$ cat src/rtl/i2csf_pkg.sv
package i2csf_pkg;
    typedef enum logic [1:0] {
        XS_IDLE = 2'd0,
        XS_RX   = 2'd1,
        XS_TX   = 2'd2
    } xstate_e;

    localparam int NUM_EV   = 4;
    localparam int EV_ADDR  = 0;
    localparam int EV_NACK  = 1;
    localparam int EV_UNDER = 2;
    localparam int EV_HOLD  = 3;
endpackage

$ cat src/rtl/i2csf_fifo.sv
module i2csf_fifo #(
    parameter int W     = 8,
    parameter int DEPTH = 4
) (
    input  logic         clk,
    input  logic         rst_n,
    input  logic         clr,
    input  logic         push,
    input  logic [W-1:0] din,
    input  logic         pop,
    output logic [W-1:0] head,
    output logic         full,
    output logic         empty
);
    localparam int AW = (DEPTH > 1) ? $clog2(DEPTH) : 1;
    localparam int CW = $clog2(DEPTH + 1);

    typedef struct packed {
        logic [DEPTH-1:0][W-1:0] mem;
        logic [AW-1:0]           wp;
        logic [AW-1:0]           rp;
        logic [CW-1:0]           cnt;
    } fifo_s;

    fifo_s st_d, st_q;

    function automatic logic [AW-1:0] bump(input logic [AW-1:0] p);
        if (p == AW'(DEPTH - 1)) return '0;
        return p + 1'b1;
    endfunction

    assign full  = (st_q.cnt == CW'(DEPTH));
    assign empty = (st_q.cnt == '0);
    assign head  = st_q.mem[st_q.rp];

    always_comb begin
        logic do_push;
        logic do_pop;
        st_d    = st_q;
        do_push = push && !full;
        do_pop  = pop && !empty;
        if (clr) begin
            st_d.wp  = '0;
            st_d.rp  = '0;
            st_d.cnt = '0;
        end else begin
            if (do_push) begin
                st_d.mem[st_q.wp] = din;
                st_d.wp           = bump(st_q.wp);
            end
            if (do_pop) begin
                st_d.rp = bump(st_q.rp);
            end
            case ({do_push, do_pop})
                2'b10:   st_d.cnt = st_q.cnt + 1'b1;
                2'b01:   st_d.cnt = st_q.cnt - 1'b1;
                default: st_d.cnt = st_q.cnt;
            endcase
        end
    end

    always_ff @(posedge clk or negedge rst_n) begin
        if (!rst_n) st_q <= '0;
        else        st_q <= st_d;
    end
endmodule

$ cat src/rtl/i2csf_xfer.sv
module i2csf_xfer
    import i2csf_pkg::*;
#(
    parameter int W = 8
) (
    input  logic              clk,
    input  logic              rst_n,
    input  logic              cfg_slave_en,
    input  logic              cfg_gcall_en,
    input  logic              cfg_hold_mode,
    input  logic              addr_hit,
    input  logic              gcall_hit,
    input  logic              bus_read,
    input  logic              xfer_end,
    input  logic              rx_req,
    input  logic [W-1:0]      rx_data,
    input  logic              tx_req,
    input  logic              buf_full,
    input  logic              buf_empty,
    input  logic [W-1:0]      buf_head,
    input  logic              flush_active,
    output logic              buf_push,
    output logic [W-1:0]      buf_push_data,
    output logic              buf_pop,
    output logic              addr_ack,
    output logic              rx_done,
    output logic              rx_ack,
    output logic              tx_done,
    output logic [W-1:0]      tx_data,
    output logic              scl_hold,
    output logic              underrun,
    output logic [NUM_EV-1:0] ev
);
    localparam logic [W-1:0] FILL_BYTE = {W{1'b1}};

    typedef struct packed {
        xstate_e      state;
        logic         addr_ack;
        logic         rx_done;
        logic         rx_ack;
        logic         tx_done;
        logic [W-1:0] tx_data;
        logic         hold;
        logic         underrun;
    } xfer_s;

    xfer_s st_d, st_q;

    always_comb begin
        logic accept;
        st_d          = st_q;
        st_d.addr_ack = 1'b0;
        st_d.rx_done  = 1'b0;
        st_d.rx_ack   = 1'b0;
        st_d.tx_done  = 1'b0;
        st_d.hold     = 1'b0;
        buf_push      = 1'b0;
        buf_push_data = rx_data;
        buf_pop       = 1'b0;
        ev            = '0;
        accept        = cfg_slave_en && (addr_hit || (gcall_hit && cfg_gcall_en));

        if (!cfg_slave_en || xfer_end) begin
            st_d.state = XS_IDLE;
        end else if (accept) begin
            st_d.addr_ack  = 1'b1;
            st_d.state     = (addr_hit && bus_read) ? XS_TX : XS_RX;
            st_d.underrun  = 1'b0;
            ev[EV_ADDR]    = 1'b1;
        end else begin
            case (st_q.state)
                XS_RX: begin
                    if (rx_req && !st_q.rx_done && !flush_active) begin
                        if (!buf_full) begin
                            buf_push     = 1'b1;
                            st_d.rx_done = 1'b1;
                            st_d.rx_ack  = 1'b1;
                        end else if (cfg_hold_mode) begin
                            st_d.hold = 1'b1;
                        end else begin
                            st_d.rx_done = 1'b1;
                            st_d.rx_ack  = 1'b0;
                            ev[EV_NACK]  = 1'b1;
                        end
                    end
                end
                XS_TX: begin
                    if (tx_req && !st_q.tx_done && !flush_active) begin
                        if (!buf_empty) begin
                            buf_pop      = 1'b1;
                            st_d.tx_done = 1'b1;
                            st_d.tx_data = buf_head;
                        end else if (cfg_hold_mode) begin
                            st_d.hold = 1'b1;
                        end else begin
                            st_d.tx_done  = 1'b1;
                            st_d.tx_data  = FILL_BYTE;
                            st_d.underrun = 1'b1;
                            ev[EV_UNDER]  = 1'b1;
                        end
                    end
                end
                default: ;
            endcase
        end
        ev[EV_HOLD] = st_d.hold && !st_q.hold;
    end

    always_ff @(posedge clk or negedge rst_n) begin
        if (!rst_n) begin
            st_q       <= '0;
            st_q.state <= XS_IDLE;
        end else begin
            st_q <= st_d;
        end
    end

    assign addr_ack = st_q.addr_ack;
    assign rx_done  = st_q.rx_done;
    assign rx_ack   = st_q.rx_ack;
    assign tx_done  = st_q.tx_done;
    assign tx_data  = st_q.tx_data;
    assign scl_hold = st_q.hold;
    assign underrun = st_q.underrun;
endmodule

$ cat src/rtl/i2csf_evctl.sv
module i2csf_evctl
    import i2csf_pkg::*;
(
    input  logic              clk,
    input  logic              rst_n,
    input  logic              flush_req,
    input  logic              buf_empty,
    input  logic [NUM_EV-1:0] ev,
    input  logic              cfg_irq_en,
    input  logic [NUM_EV-1:0] cfg_irq_mask,
    output logic              flush_active,
    output logic              irq
);
    typedef struct packed {
        logic flush;
        logic irq;
    } ctl_s;

    ctl_s st_d, st_q;

    always_comb begin
        st_d       = st_q;
        st_d.flush = flush_req || (st_q.flush && !buf_empty);
        st_d.irq   = cfg_irq_en && |(ev & cfg_irq_mask);
    end

    always_ff @(posedge clk or negedge rst_n) begin
        if (!rst_n) st_q <= '0;
        else        st_q <= st_d;
    end

    assign flush_active = st_q.flush;
    assign irq          = st_q.irq;
endmodule

$ cat src/rtl/i2c_slave_flow.sv
module i2c_slave_flow
    import i2csf_pkg::*;
#(
    parameter int DW    = 8,
    parameter int DEPTH = 4
) (
    input  logic              clk,
    input  logic              rst_n,
    input  logic              cfg_slave_en,
    input  logic              cfg_gcall_en,
    input  logic              cfg_hold_mode,
    input  logic              cfg_irq_en,
    input  logic [NUM_EV-1:0] cfg_irq_mask,
    input  logic              flush_req,
    output logic              flush_busy,
    input  logic              host_wr_en,
    input  logic [DW-1:0]     host_wr_data,
    input  logic              host_rd_en,
    output logic [DW-1:0]     host_rd_data,
    output logic              buf_full,
    output logic              buf_empty,
    input  logic              addr_hit,
    input  logic              gcall_hit,
    input  logic              bus_read,
    input  logic              xfer_end,
    output logic              addr_ack,
    input  logic              rx_req,
    input  logic [DW-1:0]     rx_data,
    output logic              rx_done,
    output logic              rx_ack,
    input  logic              tx_req,
    output logic              tx_done,
    output logic [DW-1:0]     tx_data,
    output logic              scl_hold,
    output logic              underrun,
    output logic              irq
);
    logic              bus_push;
    logic [DW-1:0]     bus_push_data;
    logic              bus_pop;
    logic              flush_active;
    logic [NUM_EV-1:0] ev;
    logic              f_push;
    logic [DW-1:0]     f_din;
    logic              f_pop;

    // bus side takes the buffer port when both sides act in one cycle
    assign f_push = bus_push || host_wr_en;
    assign f_din  = bus_push ? bus_push_data : host_wr_data;
    assign f_pop  = bus_pop || host_rd_en;

    i2csf_fifo #(.W(DW), .DEPTH(DEPTH)) u_buf (
        .clk   (clk),
        .rst_n (rst_n),
        .clr   (flush_active),
        .push  (f_push),
        .din   (f_din),
        .pop   (f_pop),
        .head  (host_rd_data),
        .full  (buf_full),
        .empty (buf_empty)
    );

    i2csf_xfer #(.W(DW)) u_xfer (
        .clk           (clk),
        .rst_n         (rst_n),
        .cfg_slave_en  (cfg_slave_en),
        .cfg_gcall_en  (cfg_gcall_en),
        .cfg_hold_mode (cfg_hold_mode),
        .addr_hit      (addr_hit),
        .gcall_hit     (gcall_hit),
        .bus_read      (bus_read),
        .xfer_end      (xfer_end),
        .rx_req        (rx_req),
        .rx_data       (rx_data),
        .tx_req        (tx_req),
        .buf_full      (buf_full),
        .buf_empty     (buf_empty),
        .buf_head      (host_rd_data),
        .flush_active  (flush_active),
        .buf_push      (bus_push),
        .buf_push_data (bus_push_data),
        .buf_pop       (bus_pop),
        .addr_ack      (addr_ack),
        .rx_done       (rx_done),
        .rx_ack        (rx_ack),
        .tx_done       (tx_done),
        .tx_data       (tx_data),
        .scl_hold      (scl_hold),
        .underrun      (underrun),
        .ev            (ev)
    );

    i2csf_evctl u_ctl (
        .clk          (clk),
        .rst_n        (rst_n),
        .flush_req    (flush_req),
        .buf_empty    (buf_empty),
        .ev           (ev),
        .cfg_irq_en   (cfg_irq_en),
        .cfg_irq_mask (cfg_irq_mask),
        .flush_active (flush_active),
        .irq          (irq)
    );

    assign flush_busy = flush_active;
endmodule

$ cat config.mk
export PLATFORM = sky130hd
export DESIGN_NAME = i2c_slave_flow
export DESIGN_NICKNAME = d
export VERILOG_FILES = /design/src/rtl/i2csf_pkg.sv /design/src/rtl/i2csf_fifo.sv /design/src/rtl/i2csf_xfer.sv /design/src/rtl/i2csf_evctl.sv /design/src/rtl/i2c_slave_flow.sv
export SDC_FILE = /design/constraint.sdc
export NUM_CORES = 1
export LEC_CHECK = 0
export ABC_AREA = 1
export ABC_CLOCK_PERIOD_IN_PS = 6000
export CAP_MARGIN = 20
export CORE_ASPECT_RATIO = 1.5
export CORE_UTILIZATION = 27
export CTS_CLUSTER_DIAMETER = 50
export CTS_CLUSTER_SIZE = 16
export DETAILED_ROUTE_END_ITERATION = 16
export PLACE_DENSITY = 0.53
export SETUP_SLACK_MARGIN = 0.2
export SYNTH_ARGS = -nofsm -noshare
export SYNTH_HDL_FRONTEND = slang
export SYNTH_SLANG_ARGS = --single-unit
$ cat constraint.sdc
create_clock -name clk -period 6 [get_ports clk]
set_input_delay 1.2 -clock clk [delete_from_list [all_inputs] [get_ports clk]]
set_output_delay 1.2 -clock clk [all_outputs]
set_load 0.05 [all_outputs]
==> out/qor_table.md <==
| Result | Value | Unit |
|:---|:---|:---|
| Antenna Violating Nets Remaining | 0 | - |
| Post-layout minimum cycle time | 3.91 | ns |
| I/O Buffers | 60 | - |
| Xor-xnor portion of the synthesized cell area | 0.00562 | - |
| Max-slew violation count | 0 | - |
| Hold violation count in the final report | 0 | - |
| Crit-path most repeated cell | sky130_fd_sc_hd__nand2_1 | - |
| Largest net degree at the start of global routing | 58 | - |
| Net count after synthesis | 437 | - |
| Crit-path slowest cell | sky130_fd_sc_hd__dfrtp_1 | - |
| Number of buffer and inverter instances along the worst setup path | 3 | - |
| Capturing element type of the critical path | output port | - |
| Part of the cycle the worst path needs | 0.652 | - |
| Slew margin rel. | 0.504 | - |
| CP max stage delay | 0.80 | ns |
| Worst Hold Slack | 0.471 | ns |
| Critical path capture point | host_rd_data[1] | - |
| Prevailing post-synth register cell | sky130_fd_sc_hd__dfrtp_1 | - |
| Fraction of the mapped netlist area in compound gates | 0.0852 | - |
| Buffers from clock root to sink, at most | 2 | - |
| Io pins | 61 | - |
| Final Skew | 0.00476 | ns |
| Detailed Routing Iterations Pass 1 | 4 | - |
| Detail Placement HPWL | 5460 | um |
| Routability congestion estimate | 0.830 | - |
| Post-CTS setup repair buffer count | 0 | - |
| Number of distinct library cells after synthesis | 32 | - |
| Clock sinks | 57 | - |
| Via density per instance | 4.31 | - |
| Worst Setup SP | u_buf.st_q[3] | - |
| Leading cell types in the layout, fill and taps excluded | 152 x sky130_fd_sc_hd__nand2_1, 59 x sky130_fd_sc_hd__clkdlybuf4s50_1, 57 x sky130_fd_sc_hd__dfrtp_1 | - |
| Arrival time at the worst endpoint | 2.71 | ns |
| Dominant combinational cell family by area after synthesis | simple AND/OR/NAND/NOR gates | - |
| Wire length of the first global-routing pass | 12200 | um |
| Die Footprint | 12000 | sq um |
| Most common cell after layout, fill and taps aside | sky130_fd_sc_hd__nand2_1 | - |
| Post-layout power | 1900 | uW |
| Number of cells on the worst reg-to-reg path | 10 | - |
| Clock-pin slew of the registers on the worst-case setup and hold paths | 0.05 | ns |
| TritonCTS clock tree | built | - |
| Count of antenna diodes in the layout | 0 | - |
| # setup viols final | 0 | - |
| Placement Setup Slack | 2.45 | ns |
| Post-synthesis adder-cell area fraction | 0.0386 | - |
| Average detailed-routed wire length per instance | 12.1 | um |
| Result of the run | finished clean | - |
| Critical hold path startpoint | u_buf.st_q[19] | - |
| Instance count on the critical path | 6 | - |
| Synth-to-Final Area Change | 32.3 | % |
| Final-layout setup total negative slack | 0 | ns |
| Antenna violations before repair | 0 | - |
| DIE HEIGHT | 134 | um |
| Remaining global-route overflow | 0 | - |
| Final WS setup | 2.09 | ns |
| Share of layout cells above drive strength 1 | 0.0861 | - |
| Iter 0 DRT Violations | 141 | - |
| RSZ-0062 raised after global routing | no | - |
| Sequential Area | 1430 | sq um |
| Total power divided by cell area | 461 | nW/um^2 |
| Sequential element share of the synthesized area | 0.458 | - |
| Internal reg-to-reg setup slack | 3.62 | ns |
| Starting utilization of the core area | 0.280 | - |
| Remaining design rule violation count | 0 | - |
| Post-route cell area | 4120 | sq um |
| Simple logic cell fraction of the synthesized area | 0.316 | - |
| Area occupied by multi-input gates | 1390 | sq um |
| Depth of the CTS H-tree | 3 | - |
| Endpoint of the worst-slack reg-to-reg timing path | u_buf.st_q[2] | - |
| Worst Tran Pin Value | 0.743 | ns |
| Leak Pwr | 0.00204 | uW |
| Filler cell count | 1151 | - |
| Root buffer selected by CTS | sky130_fd_sc_hd__clkbuf_16 | - |
| Critical R2R Launch | u_ctl.flush_active | - |
| Critical path peak fanout | 27 | - |
| Total wire length after detailed routing | 7250 | um |
| Cell area after synthesis | 3110 | sq um |
| Cell breakdown of the critical path | clkinv_1 > nand2_1 > nand3_1 > nand2_1 > inv_1 > clkdlybuf4s50_1 | - |
| Number of buffers created by CTS | 9 | - |
| Max capacitance violation total | 0 | - |
| Highest Clock Rate | 256 | MHz |
| NumNets Final | 493 | - |
| Count of flip-flops with a built-in enable after synthesis | 0 | - |
| Overall fraction of global-route tracks in use | 0.136 | - |
| Number of synthesized register bits | 57 | - |
| Post-CTS sizing | 0 | - |
| Horizontal die dimension | 89.7 | um |
| DR vias | 2584 | - |
| Required time reported for the critical path endpoint | 4.80 | ns |
| Yosys warnings | 0 | - |
| Clock latency on the worst-skew pair | 0.32 | ns |
| Kind of cell with the highest combined delay on the critical path | buffers and inverters | - |
| Maximum vdd drop | 143 | uV |
| Post-detailed-placement cell area | 3790 | sq um |
| Floorplan core area | 11100 | sq um |
| Number of buffers inserted for hold repair after clock tree synthesis | 0 | - |
| Crit Path Category | reg2out | - |
| Portion of netlist area occupied by mux cells | 0 | - |
| Critical Path Start Type | register | - |
| Fraction of registers with async set or reset after synthesis | 1.00 | - |
| Vias in the first global route | 2517 | - |
| Number of cells produced by synthesis | 393 | - |
| Hold WC Path Type | reg2reg | - |
| Per-instance average area after synthesis | 7.92 | sq um |
| Number of rows created at floorplan | 47 | - |
worst min-delay path, delay by kind of cell (launching register included):
family | cells | cell delay [ns]
DFF | 1 | 0.34
and+or+nand+nor | 2 | 0.09
sequential cells by signal, indices dropped and copies added (netlist names):
register            flops
u_buf.st_q             39
u_ctl.flush_active      1
u_ctl.irq               1
u_xfer.addr_ack         1
u_xfer.rx_ack           1
u_xfer.rx_done          1
u_xfer.scl_hold         1
u_xfer.st_q             2
u_xfer.tx_data          8
u_xfer.tx_done          1
u_xfer.underrun         1
how the worst min path moves through the flow:
stage / end / slack [ns] / depth (start not counted)
6_report: u_buf.st_q[19] / 0.47 / 2
5_1_grt: u_buf.st_q[27] / 0.49 / 2
4_1_cts: u_buf.st_q[24] / 0.47 / 2
3_5_place_dp: u_buf.st_q[24] / 0.46 / 2
3_3_place_gp: u_buf.st_q[30] / 0.46 / 2
2_1_floorplan: u_buf.st_q[15] / 0.44 / 2
cells by family after synthesis:
kind of cell / count (synthesis)
compound gates: 47
simple gates: 212
xor+xnor: 2
buf+inv: 66
fa+ha+maj: 9
flops: 57
metal layers:
layer | track usage | up-vias | part of all wire
met1 | 0.178 | 1173 | 0.45
li1 | - | 1329 | -
met5 | 0 | - | 0
met3 | 0.0322 | 6 | 0.044
met4 | 0.0556 | 0 | 0.014
met2 | 0.213 | 76 | 0.49
synth_stat cells, drive strengths merged (2+ instances only):
| cell type | instances | share of area |
|---|---|---|
| nand2 | 158 | 0.20 |
| dfrtp | 57 | 0.46 |
| inv | 48 | 0.058 |
| nand3 | 28 | 0.051 |
| o21ai | 25 | 0.043 |
| nor2 | 23 | 0.056 |
| a21oi | 13 | 0.021 |
| buf | 12 | 0.032 |
| ha | 8 | 0.032 |
| o21a | 8 | 0.019 |
| clkbuf | 4 | 0.0048 |
| clkinv | 2 | 0.0024 |
layout make-up:
type                    count  area share
clock buffers              10      0.0556
multi-input cells         270       0.336
clock inverters             5      0.0255
inverters                  50      0.0455
well taps                 147      0.0446
flip-flops and latches     57       0.346
repair buffers             61       0.146
report_power, final:
group / internal, uW / switching (uW) / leakage, uW
combinational: 242 / 511 / 0.00113
clock: 403 / 173 / 0.000155
sequential: 487 / 81.8 / 0.000759
metrics by stage:
stage	cells	utilization
floorplan	393	-
global placement	585	0.341
detailed placement	585	0.341
CTS	600	0.371
global route	600	0.371
finish	600	0.371
No activity file was read; power rests on OpenSTA's default activity.
